===== config.mk =====
export PLATFORM = sky130hd
export DESIGN_NAME = nvps_seq
export DESIGN_NICKNAME = d
export VERILOG_FILES = /design/src/rtl/nvps_pkg.sv /design/src/rtl/nvps_sync.sv /design/src/rtl/nvps_seal.sv /design/src/rtl/nvps_rtimer.sv /design/src/rtl/nvps_gate.sv /design/src/rtl/nvps_seq.sv
export SDC_FILE = /design/constraint.sdc
export NUM_CORES = 1
export LEC_CHECK = 0
export ABC_AREA = 1
export ABC_CLOCK_PERIOD_IN_PS = 1600
export BUFFER_PORTS_ARGS = -buffer_cell sky130_fd_sc_hd__clkbuf_2
export CAP_MARGIN = 20
export CORE_MARGIN = 4
export CORE_UTILIZATION = 55
export DETAILED_ROUTE_END_ITERATION = 10
export GPL_ROUTABILITY_DRIVEN = 1
export PLACE_DENSITY_LB_ADDON = 0.08
export SYNTH_ARGS = -nofsm -noshare
export SYNTH_HDL_FRONTEND = slang
export SYNTH_SLANG_ARGS = --single-unit
export TNS_END_PERCENT = 1

===== constraint.sdc =====
create_clock -name clk_i -period 1.6 [get_ports clk_i]
set_input_delay 0.08 -clock clk_i [delete_from_list [all_inputs] [get_ports clk_i]]
set_output_delay 0.08 -clock clk_i [all_outputs]
set_load 0.03 [all_outputs]

===== src/rtl/nvps_pkg.sv =====
package nvps_pkg;

   typedef enum logic [2:0] {
      NVPS_FRESH  = 3'd0,
      NVPS_NORMAL = 3'd1,
      NVPS_PROT   = 3'd2,
      NVPS_BATT   = 3'd3,
      NVPS_RECOV  = 3'd4
   } nvps_state_e;

   // Levels after variant selection and synchronization
   typedef struct packed {
      logic full;   // full-function level reached
      logic trip;   // above write-protect trip level
      logic arm;    // first-enable level reached
      logic swo;    // above battery switchover level
   } nvps_lvl_t;

   localparam int unsigned NVPS_LVL_W = 4;

endpackage


===== src/rtl/nvps_sync.sv =====
module nvps_sync #(
   parameter int unsigned WIDTH  = 4,
   parameter int unsigned STAGES = 2
) (
   input  logic             clk_i,
   input  logic             rst_ni,
   input  logic [WIDTH-1:0] d_i,
   output logic [WIDTH-1:0] q_o
);

   logic [WIDTH-1:0] stage_q [STAGES];

   if (STAGES < 2) begin : g_bad_stages
      $error("nvps_sync: STAGES must be at least 2");
   end

   for (genvar g = 0; g < STAGES; g++) begin : g_stage
      if (g == 0) begin : g_first
         always_ff @(posedge clk_i or negedge rst_ni) begin
            if (!rst_ni) stage_q[g] <= '0;
            else         stage_q[g] <= d_i;
         end
      end else begin : g_next
         always_ff @(posedge clk_i or negedge rst_ni) begin
            if (!rst_ni) stage_q[g] <= '0;
            else         stage_q[g] <= stage_q[g-1];
         end
      end
   end

   assign q_o = stage_q[STAGES-1];

endmodule


===== src/rtl/nvps_seal.sv =====
module nvps_seal (
   input  logic clk_i,
   input  logic rst_ni,
   input  logic arm_i,
   output logic sealed_o
);

   logic sealed_q;

   always_ff @(posedge clk_i or negedge rst_ni) begin
      if (!rst_ni)    sealed_q <= 1'b0;
      else if (arm_i) sealed_q <= 1'b1;
   end

   assign sealed_o = sealed_q;

   // once armed, never disarmed
   a_r3_seal_sticky: assert property (@(posedge clk_i) disable iff (!rst_ni)
      sealed_q |=> sealed_q);

   // arming only follows a seen first-enable level
   a_r3_seal_cause: assert property (@(posedge clk_i) disable iff (!rst_ni)
      $rose(sealed_q) |-> $past(arm_i));

endmodule


===== src/rtl/nvps_rtimer.sv =====
module nvps_rtimer #(
   parameter int unsigned REC_CYC = 125000
) (
   input  logic clk_i,
   input  logic rst_ni,
   input  logic run_i,
   output logic done_o
);

   localparam int unsigned CNT_W = $clog2(REC_CYC + 1);
   localparam logic [CNT_W-1:0] LAST = CNT_W'(REC_CYC - 1);

   logic [CNT_W-1:0] cnt_q;

   if (REC_CYC < 2) begin : g_bad_rec
      $error("nvps_rtimer: REC_CYC must be at least 2");
   end

   assign done_o = run_i && (cnt_q == LAST);

   always_ff @(posedge clk_i or negedge rst_ni) begin
      if (!rst_ni)                 cnt_q <= '0;
      else if (run_i && !done_o)   cnt_q <= cnt_q + 1'b1;
      else                         cnt_q <= '0;
   end

   // the count never passes the recovery interval
   a_r6_cnt_bound: assert property (@(posedge clk_i) disable iff (!rst_ni)
      cnt_q <= LAST);

   // any pause in running restarts the interval from zero
   a_r7_restart: assert property (@(posedge clk_i) disable iff (!rst_ni)
      !run_i |=> (cnt_q == '0));

endmodule


===== src/rtl/nvps_gate.sv =====
module nvps_gate #(
   parameter int unsigned LINES = 3
) (
   input  logic             block_i,
   input  logic [LINES-1:0] host_n_i,
   output logic [LINES-1:0] mem_n_o
);

   if (LINES == 0) begin : g_bad_lines
      $error("nvps_gate: LINES must be nonzero");
   end

   for (genvar g = 0; g < LINES; g++) begin : g_line
      assign mem_n_o[g] = host_n_i[g] | block_i;
   end

endmodule


===== src/rtl/nvps_seq.sv =====
module nvps_seq
   import nvps_pkg::*;
#(
   parameter bit          TIGHT_TOL    = 1'b1,
   parameter int unsigned SYNC_STAGES  = 2,
   parameter int unsigned FAIL_MAX_CYC = 4,
   parameter int unsigned REC_CYC      = 125000   // 125 ms at a 1 MHz clock
) (
   input  logic clk_i,
   input  logic rst_ni,
   input  logic sup_ge_4v75_i,
   input  logic sup_ge_4v50_i,
   input  logic sup_ge_4v25_i,
   input  logic sup_ge_3v00_i,
   input  logic host_we_ni,
   input  logic host_ce_ni,
   input  logic host_oe_ni,
   output logic mem_we_no,
   output logic mem_ce_no,
   output logic mem_oe_no,
   output logic wprot_o,
   output logic out_dis_o,
   output logic batt_sel_o,
   output logic backup_armed_o
);

   localparam int unsigned DETECT_CYC = SYNC_STAGES + 1;
   localparam int unsigned GATE_LINES = 3;

   if (DETECT_CYC > FAIL_MAX_CYC) begin : g_bad_fail
      $error("nvps_seq: synchronizer too deep for the fail-detect budget");
   end

   // ---------------- variant selection ----------------
   nvps_lvl_t lvl_raw, lvl_s;

   if (TIGHT_TOL) begin : g_tight
      assign lvl_raw.full = sup_ge_4v75_i;
      assign lvl_raw.trip = sup_ge_4v50_i;
   end else begin : g_wide
      assign lvl_raw.full = sup_ge_4v50_i;
      assign lvl_raw.trip = sup_ge_4v25_i;
   end
   assign lvl_raw.arm = sup_ge_4v25_i;
   assign lvl_raw.swo = sup_ge_3v00_i;

   nvps_sync #(
      .WIDTH  (NVPS_LVL_W),
      .STAGES (SYNC_STAGES)
   ) u_sync (
      .clk_i  (clk_i),
      .rst_ni (rst_ni),
      .d_i    (lvl_raw),
      .q_o    (lvl_s)
   );

   // ---------------- freshness latch ----------------
   logic sealed;

   nvps_seal u_seal (
      .clk_i    (clk_i),
      .rst_ni   (rst_ni),
      .arm_i    (lvl_s.arm),
      .sealed_o (sealed)
   );

   // ---------------- sequencer ----------------
   nvps_state_e state_q, state_d;
   logic        tmr_run, tmr_done;

   assign tmr_run = (state_q == NVPS_RECOV);

   nvps_rtimer #(
      .REC_CYC (REC_CYC)
   ) u_tmr (
      .clk_i  (clk_i),
      .rst_ni (rst_ni),
      .run_i  (tmr_run),
      .done_o (tmr_done)
   );

   always_comb begin
      state_d = state_q;
      unique case (state_q)
         NVPS_FRESH:  if (sealed) state_d = NVPS_PROT;
         NVPS_NORMAL: if (!lvl_s.trip) state_d = NVPS_PROT;
         NVPS_PROT: begin
            if (!lvl_s.swo)      state_d = NVPS_BATT;
            else if (lvl_s.full) state_d = NVPS_RECOV;
         end
         NVPS_BATT:   if (lvl_s.swo) state_d = NVPS_PROT;
         NVPS_RECOV: begin
            if (!lvl_s.trip)   state_d = NVPS_PROT;
            else if (tmr_done) state_d = NVPS_NORMAL;
         end
         default:     state_d = NVPS_PROT;
      endcase
   end

   always_ff @(posedge clk_i or negedge rst_ni) begin
      if (!rst_ni) state_q <= NVPS_FRESH;
      else         state_q <= state_d;
   end

   assign wprot_o        = (state_q != NVPS_NORMAL);
   assign out_dis_o      = wprot_o;
   assign batt_sel_o     = (state_q == NVPS_BATT);
   assign backup_armed_o = sealed;

   // ---------------- host gating ----------------
   logic [GATE_LINES-1:0] host_n, mem_n;

   assign host_n = {host_oe_ni, host_ce_ni, host_we_ni};

   nvps_gate #(
      .LINES (GATE_LINES)
   ) u_gate (
      .block_i  (wprot_o),
      .host_n_i (host_n),
      .mem_n_o  (mem_n)
   );

   assign {mem_oe_no, mem_ce_no, mem_we_no} = mem_n;

   // ---------------- assertions ----------------
   // an unarmed device never draws on the backup cell
   a_r2_fresh_no_batt: assert property (@(posedge clk_i) disable iff (!rst_ni)
      !sealed |-> !batt_sel_o);

   // a seen trip-level loss protects on the next edge
   a_r4_fail_protect: assert property (@(posedge clk_i) disable iff (!rst_ni)
      !lvl_s.trip |=> wprot_o);

   // protection is released only by an expiring recovery timer
   a_r6_release: assert property (@(posedge clk_i) disable iff (!rst_ni)
      $fell(wprot_o) |-> $past(tmr_done));

   // switchover back to main supply once the rail is above 3 V
   a_r8_batt_leave: assert property (@(posedge clk_i) disable iff (!rst_ni)
      (batt_sel_o && lvl_s.swo) |=> !batt_sel_o);

   // the array sees no access while protected
   a_r9_gate: assert property (@(posedge clk_i) disable iff (!rst_ni)
      (state_q != NVPS_NORMAL) |-> (mem_we_no && mem_ce_no && mem_oe_no));

endmodule


==> results of run 1 <==
-- cell usage after synthesis --
cell type	n	area [um^2]
sky130_fd_sc_hd__nor2_1	33	124
sky130_fd_sc_hd__nand2_1	32	120
sky130_fd_sc_hd__dfrtp_1	29	726
sky130_fd_sc_hd__inv_1	19	71.3
sky130_fd_sc_hd__nand3_1	10	50.1
sky130_fd_sc_hd__nor3_1	9	45.0
sky130_fd_sc_hd__inv_2	5	18.8
sky130_fd_sc_hd__a21oi_1	4	20.0
sky130_fd_sc_hd__nor2_2	4	25.0
sky130_fd_sc_hd__or2_2	4	25.0
sky130_fd_sc_hd__xor2_1	4	35.0
sky130_fd_sc_hd__nand2_2	3	18.8
sky130_fd_sc_hd__nand2_4	3	33.8
sky130_fd_sc_hd__nand4_1	3	18.8
sky130_fd_sc_hd__o21ai_0	3	15.0
sky130_fd_sc_hd__xnor2_1	2	17.5
sky130_fd_sc_hd__a21oi_4	1	16.3
sky130_fd_sc_hd__a31oi_1	1	6.26
sky130_fd_sc_hd__buf_4	1	7.51
sky130_fd_sc_hd__clkbuf_8	1	13.8
sky130_fd_sc_hd__ha_1	1	12.5
sky130_fd_sc_hd__nor2_4	1	11.3
sky130_fd_sc_hd__nor3_2	1	10.0
sky130_fd_sc_hd__nor3b_1	1	7.51
sky130_fd_sc_hd__o21a_1	1	7.51
-- what timing repair did --
action / in CTS / in global routing
buffers inserted: 5 / 0
endpoints found under the hold margin: 33 / 0
pin swaps: 0 / 0
resized for setup: 0 / 5
hold buffers: 5 / 0
setup endpoints to repair: 3 / 4
-- logic make-up after synthesis --
kind of cell,after synthesis
compound gates,10
xor+xnor,6
fa+ha+maj,1
buf+inv,26
flops,29
simple gates,104
-- area by class of cell --
class / instances / share of cell area [%]
Sequential cell: 29 / 42.6
Multi-Input combinational cell: 121 / 36.7
Timing Repair Buffer: 26 / 9.99
Inverter: 24 / 5.29
Clock buffer: 7 / 3.23
Tap cell: 30 / 2.20
-- placed cells by master, fill, tap and decap left out --
master,instances
sky130_fd_sc_hd__nand2_4,3
sky130_fd_sc_hd__nor2_4,1
sky130_fd_sc_hd__nor3_1,8
sky130_fd_sc_hd__nand2_2,3
sky130_fd_sc_hd__ha_1,1
sky130_fd_sc_hd__o21ai_0,3
sky130_fd_sc_hd__nor2_1,33
sky130_fd_sc_hd__xor2_1,4
sky130_fd_sc_hd__clkbuf_8,1
sky130_fd_sc_hd__nor3_2,2
sky130_fd_sc_hd__nand2_1,32
sky130_fd_sc_hd__nor2_2,4
sky130_fd_sc_hd__inv_2,6
sky130_fd_sc_hd__dlygate4sd3_1,5
sky130_fd_sc_hd__o21a_1,1
sky130_fd_sc_hd__or2_2,4
sky130_fd_sc_hd__clkbuf_4,5
sky130_fd_sc_hd__nand3_1,10
sky130_fd_sc_hd__dfrtp_1,29
sky130_fd_sc_hd__nor3b_1,1
sky130_fd_sc_hd__nand4_1,3
sky130_fd_sc_hd__inv_1,18
sky130_fd_sc_hd__a31oi_1,1
sky130_fd_sc_hd__buf_4,6
sky130_fd_sc_hd__xnor2_1,2
sky130_fd_sc_hd__clkbuf_2,12
sky130_fd_sc_hd__a21oi_1,4
sky130_fd_sc_hd__buf_2,3
sky130_fd_sc_hd__a21oi_4,1
sky130_fd_sc_hd__clkbuf_1,1
-- critical path: cells and delay by family (launching register included) --
family / cells / cell delay (ps)
flops: 1 / 420
buf+inv: 2 / 280
simple gates: 2 / 460
-- state kept, by name (all words and copies together), names as in the netlist --
signal and count:
state_q 3, u_seal.sealed_o 1, u_sync.q_o 4, u_sync.stage_q 4, u_tmr.cnt_q 17
-- final timing paths --
check                                            start                       end  slack, ps  depth (start not counted)
max                             state_q[2]$_DFFE_PN0P_                 mem_oe_no         50                          4
min                                             rst_ni    state_q[1]$_DFFE_PN0P_        320                          2
max reg2reg                     state_q[1]$_DFFE_PN0P_  u_tmr.cnt_q[6]$_DFF_PN0_        130                          7
min reg2reg                u_sync.stage_q[6]$_DFF_PN0_   u_sync.q_o[2]$_DFF_PN0_        330                          0
max in group asynchronous                       rst_ni   u_sync.q_o[1]$_DFF_PN0_        820                          2
min in group clk_i         u_sync.stage_q[6]$_DFF_PN0_   u_sync.q_o[2]$_DFF_PN0_        330                          0
-- power by group through the flow --
stage / clock network [mW] / registers [mW] / logic (mW)
6_report: 0.450 / 0.822 / 0.539
5_1_grt: 0.495 / 0.827 / 0.599
4_1_cts: 0.464 / 0.818 / 0.533
3_5_place_dp: 0 / 0.858 / 0.428
3_3_place_gp: 0 / 0.851 / 0.421
2_1_floorplan: 0 / 0.842 / 0.349
-- through the flow --
step                utilization, %  area [um^2]  power [mW]  hold WS, ps  worst slack [ps]
CTS                           67.9         1700        1.82          333              36.4
floorplan                        -         1460        1.19         -216               197
finish                        68.1         1700        1.81          316              47.8
global route                  68.1         1700        1.92          351             -23.0
global placement              62.2         1560        1.27          159               188
detailed placement            62.2         1560        1.29          162               133
-- layer usage --
layer	track usage, %	share of wire [%]
met2	28.4	46
met4	7.77	1.4
met3	5.23	5.9
met5	0	0
met1	24.2	46
==> run summary, run 1 <==
The run finished with clean final reports. In the final layout, the share of cells above drive strength 1 is between 20% and 30%. The starting density of the core came out at 58.3%.

In this run the worst hold path is classified as in -> async. The fraction of the mapped netlist area in adder cells came out at less than 1%. The kind of critical path is reg -> out.

The clock root buffer is sky130_fd_sc_hd__clkbuf_4. The net load switching power came out at between 0.6 and 0.7 mW. The worst path uses slightly below 100% of the clock period.

At the end of the flow, the number of nets in the layout was around 220. The final cell count without fillers is between 200 and 250. The internal power summed over all cells is approximately 1.2 mW.

The number of input and output port buffers inserted came out at 15. The clock tree skew after final layout came out at around 16 ps. The final max-slew violation count is 0. The HPWL after detailed placement is 1.93 mm.

The worst setup path is captured at an output port. The clock insertion delay at the later pin of the skew report is 330 ps. Summing the areas of all compound-gate instances in the mapped netlist gives 4.47% of the synthesized area. The remaining global-route overflow came out at 0. The floorplan die width came out at ~59 um. The number of clock sinks came out at 29. The worst endpoint data arrival time came out at 1470 ps. The final critical-path required period is about 1600 ps.

The sequential share of power is between 40% and 50%. The number of ports placed on the die boundary is 16. The proportion of synthesized chip area in sequential cells came out at between 40% and 50%.

The die outline area came out at 3540 um^2. On the critical path, the stage with the largest delay is an instance of sky130_fd_sc_hd__dfrtp_1. The global routing usage summed across all routing layers is 18.4%. The final count of hold timing violations is 0. The share of total power consumed by net switching came out at between 30 and 40%.

The floorplan has 18 rows. The repair_antennas step left the layout with diodes totalling 0. The area occupied by multi-input gates came out at ~620 um^2. Synthesis produced between 150 and 200 cells.

The area of the core came out at ~2500 um^2. The number of max-capacitance violations reported came out at 0. Walking the worst path, the cells encountered are nor3_2 -> inv_1 -> or2_2 -> buf_2. The number of vias in the routed layout came out at approximately 1200. The maximum buffer depth of the clock tree is 2. Counting the fill cells in the layout gives 213. The total CTS buffers came out at 5. On the worst path, the slowest cell contributes a delay of between 400 and 500 ps. The post-synthesis share of cell area spent on xor and xnor gates is between 3 and 4%. The total instance count after detailed placement is 220. The post-synthesis area per instance came out at roughly 8.3 um^2. The congestion estimate from routability-driven global placement came to 0.942. The synthesized cell area is 1460 um^2. Summing all flip-flop and latch instances after layout gives 726 um^2.

The remaining antenna violation count after routing came out at 0. The cell area power density came out at roughly 1100 nW/um^2. The vertical die dimension is approximately 60 um.

In the final timing run, aggregate negative setup slack is 0 ps. The final count of negative-setup-slack endpoints came out at 0. The share of synthesized cell area in and, or, nand and nor gates came out at 33.6%. By area, the combinational part of the netlist is dominated by simple AND/OR/NAND/NOR gates.

The mean number of vias per cell is between 4 and 5. The wire length of the first global-routing pass came out at approximately 4.8 mm. The number of global-route vias before repair came out at about 1100. Combinational logic burns between 20 and 30% of the power.

The number of antenna violations at the first check in global routing is 0. The critical-path maximum fanout is 5. The area added between synthesis and finish is 16.9%. Entering global routing, the biggest net connects 30 pins. The peak clock frequency supported by timing came out at 0.644 GHz. The worst setup path is launched from a flip-flop. The number of warnings issued by yosys is 0. Counting distinct cell types in the post-synthesis netlist gives 25. The post-synthesis register bit count is 29. The count of TritonRoute iterations in the first routing pass is 4. The H-tree depth reported by CTS came out at 2. For this block, the routed nets add up to 2.72 mm of wire. Clock-pin slew was measured on the worst setup and hold paths at ~100 ps. The detailed router finished its first iteration with between 50 and 60 violations. After detailed routing, the average wire length per cell comes to approximately 11 um. Of the post-synthesis cell area, the part taken by muxes is 0%. The TritonCTS clock tree is done. The leakage power figure came out at about 0.76 nW. The worst relative slew slack came out at a little over half. The slew at the pin with the worst max-slew slack is about 700 ps. The post-detailed-route DRC marker count is 0.

The clock network fraction of design power came out at about 25%. STA puts the critical path data required time at about 1500 ps. The worst voltage drop across the vdd grid is 0.937 mV. Synthesis produced a netlist with a net count of roughly 190.
No activity file was read; power rests on OpenSTA's default activity.
==> run 2, diff against run 1 <==
--- a/config.mk
+++ b/config.mk
@@ -9,11 +9,12 @@
 export ABC_CLOCK_PERIOD_IN_PS = 1600
 export BUFFER_PORTS_ARGS = -buffer_cell sky130_fd_sc_hd__clkbuf_2
 export CAP_MARGIN = 20
-export CORE_MARGIN = 4
-export CORE_UTILIZATION = 55
+export CORE_MARGIN = 8
+export CORE_UTILIZATION = 40
 export DETAILED_ROUTE_END_ITERATION = 10
 export GPL_ROUTABILITY_DRIVEN = 1
 export PLACE_DENSITY_LB_ADDON = 0.08
+export SLEW_MARGIN = 5
 export SYNTH_ARGS = -nofsm -noshare
 export SYNTH_HDL_FRONTEND = slang
 export SYNTH_SLANG_ARGS = --single-unit
==> run 2 against run 1 <==
Against the previous run:
- sequential share of layout area shrank 1.6 points
- hold slack gained 19 ps
- sequential power grew 2%
- first-iteration DRC count shrank 40%
- count of clock-buffer cells in the layout is the same
- design area grew 4.0%
- utilization shrank 19 points
- largest cell class unchanged
- critical endpoint unchanged
- combinational power shrank 3%
==> run summary, run 2 (synthesis gave the netlist of run 1 again) <==
The worst reg2reg path startpoint is u_tmr.cnt_q[0]$_DFF_PN0_. The peak clock frequency supported by timing was 0.661 GHz (+2.7%). The final count of hold timing violations came out at 0 (unchanged).

The post-route standard cell area excluding fillers is 1770 um^2 (+4.0%). The routed wire length is 2.88 mm (+5.8%). The layout cell share with drive strength beyond 1 is 25.2% (+0.61 points).

The area of the core is 3580 um^2 (+43%). The row count came out at 22 (+4). The global routing usage summed across all routing layers is 10.4% (-8.0 points). In this run the critical register-to-register path is captured at u_tmr.cnt_q[6]$_DFF_PN0_. The average wire per cell in the routed design is 11.3 um (-1.3%). The cell area power density came out at 1120 nW/um^2 (+5.7%). The number of clock sinks is 29 (unchanged). The slack of the critical path is 88.2 ps (+40.4 ps). The placed standard-cell area came out at 1580 um^2 (+1.4%). The worst endpoint data arrival time is 1430 ps (-40 ps). The clock root buffer is sky130_fd_sc_hd__clkbuf_4.

The library cell used most frequently in the layout, excluding fill and tap cells, is sky130_fd_sc_hd__nor2_1. The die outline area came out at 5830 um^2 (+65%). The post-detailed-placement half-perimeter wirelength came to 2.12 mm (+9.8%).

The clock tree skew after final layout is 7.14 ps (-8.79 ps). The number of input and output port buffers inserted came out at 15 (unchanged). The total instance count after detailed placement came out at 238 (+8.2%). The wire length of the first global-routing pass is 5.06 mm (+5.5%). The start point of the critical path is state_q[0]$_DFFE_PN0P_.

The initial DRC count came out at 35 (-40%). The final cell count without fillers was 254 (+7.2%). The number of global-route vias before repair is 1166 (+3.5%). The minimum setup slack after placement came out at 114 ps (-18.9 ps). The worst endpoint required time came to 1520 ps (about the same). The H-tree depth reported by CTS came to 2 (unchanged). The number of vias in the routed layout is 1177 (+0.68%).

Leaving out fill and tap cells, the most frequent cells in the layout are sky130_fd_sc_hd__nor2_1, sky130_fd_sc_hd__nand2_1, sky130_fd_sc_hd__dfrtp_1. Setup repair after global routing could not meet its margin everywhere. The floorplan die width came to 76.3 um (+28%). The remaining global-route overflow is 0 (unchanged). The post-CTS clock slew at the launch and capture registers of the worst setup and hold paths is 90 ps (about the same). The clock insertion delay at the later pin of the skew report came out at 330 ps (about the same).

The vertical die dimension was 76.3 um (+28%). The post-detailed-route DRC marker count was 0 (unchanged). The remaining antenna violation count after routing is 0 (unchanged). The number of cells on the worst reg-to-reg path is 9 (+2). The pin count of the biggest net entering global routing is 30 (unchanged). In this run the worst hold path is classified as in -> async. The number of ports placed on the die boundary came to 16 (unchanged). The number of max-capacitance violations reported was 0 (unchanged).

The routability congestion estimate from global placement is 0.880 (-6.6%). The sum of negative setup slack is 0 ps (unchanged). The number of nets in the layout is 215 (-0.92%). The number of antenna violations at the first check in global routing came out at 0 (unchanged).

The final critical-path required period came to 1510 ps (-40.4 ps). The flow ran to the end, and the final reports show no timing, DRC or antenna violations. The count of TritonRoute iterations in the first routing pass is 4 (unchanged). The worst relative slew slack came to 51.8% (-1.8 points). The total CTS buffers came out at 5 (unchanged). The final count of negative-setup-slack endpoints came out at 0 (unchanged). The maximum buffer depth of the clock tree came to 2 (unchanged).

The worst setup path endpoint is mem_oe_no. The share of the cycle needed by the critical path after routing is 94.5% (-2.5 points). The slew at the pin with the worst max-slew slack is 724 ps (+27.2 ps). The mean number of vias per cell came out at 4.63 (-6.1%). The critical-path maximum fanout came out at 4 (-1). The flip-flop count of the largest register after layout is 17 (unchanged). The total inserted antenna cells was 0 (unchanged). The worst setup path is of the reg -> out kind. Counting flops per register, the top entry is u_tmr.cnt_q. The setup slack on the worst flop-to-flop path is 140 ps (about the same).

The leakage power figure was 0.782 nW (+2.5%). The startpoint class of the critical path is a flip-flop. The worst setup path is captured at an output port. TritonCTS built the clock tree. The worst voltage drop across the vdd grid came to 0.587 mV (-37%). The area added between synthesis and finish came out at 21.6%.

The final max-slew violation count came out at 0 (unchanged). The starting density of the core came to 40.7% (-18 points).
==> run 2: cell type report <==
| type | count | area [um^2] |
|---|---|---|
| Tap cell | 48 | 60.1 |
| Sequential cell | 29 | 726 |
| Clock inverter | 1 | 30.0 |
| Inverter | 24 | 90.1 |
| Timing Repair Buffer | 24 | 174 |
| Fill cell | 349 | 1810 |
| Clock buffer | 7 | 55.1 |
| Multi-Input combinational cell | 121 | 636 |
==> run 2: power breakdown <==
| group | switching, mW | internal [mW] | total, mW |
|---|---|---|---|
| sequential | 0.0538 | 0.785 | 0.839 |
| combinational | 0.323 | 0.202 | 0.525 |
| clock | 0.253 | 0.373 | 0.626 |
==> run 2: what timing repair did <==
action                                 in CTS  in global routing
gates resized for setup                     4                 11
setup endpoints to repair                   3                  4
pin swaps                                   1                  1
hold buffers                                5                  0
endpoints found under the hold margin      33                  0
setup buffers                               3                  0
==> run 2: critical path, cell delays in order (launching register included) <==
cell and delay, ps:
sky130_fd_sc_hd__dfrtp_1 380, sky130_fd_sc_hd__inv_2 60, sky130_fd_sc_hd__nor3_4 180, sky130_fd_sc_hd__inv_2 60, sky130_fd_sc_hd__or2_2 280, sky130_fd_sc_hd__buf_6 140
==> run 2: worst min-delay path by stage <==
stage | end | slack, ps | cells past startpoint
floorplan | state_q[0]$_DFFE_PN0P_ | -220 | 0
global placement | u_tmr.cnt_q[16]$_DFF_PN0_ | 170 | 1
detailed placement | u_tmr.cnt_q[16]$_DFF_PN0_ | 180 | 1
CTS | state_q[0]$_DFFE_PN0P_ | 360 | 2
global route | u_sync.q_o[1]$_DFF_PN0_ | 370 | 0
finish | u_tmr.cnt_q[13]$_DFF_PN0_ | 330 | 2
==> run 2: metal layers <==
layer / global-route usage (%) / wire length [um] / up-vias
met1: 12.6 / 1380 / 542
met2: 16.5 / 1300 / 22
li1: - / - / 606
met3: 3.54 / 145 / 7
met4: 4.62 / 53 / 0
met5: 0 / 0 / -
==> run 2: through the flow <==
step	hold WS (ps)	total power [mW]	utilization [%]
2_1_floorplan	-216	1.19	-
3_3_place_gp	174	1.28	44.1
3_5_place_dp	182	1.29	44.1
4_1_cts	360	2.00	48.8
5_1_grt	370	2.12	49.5
6_report	334	1.99	49.5
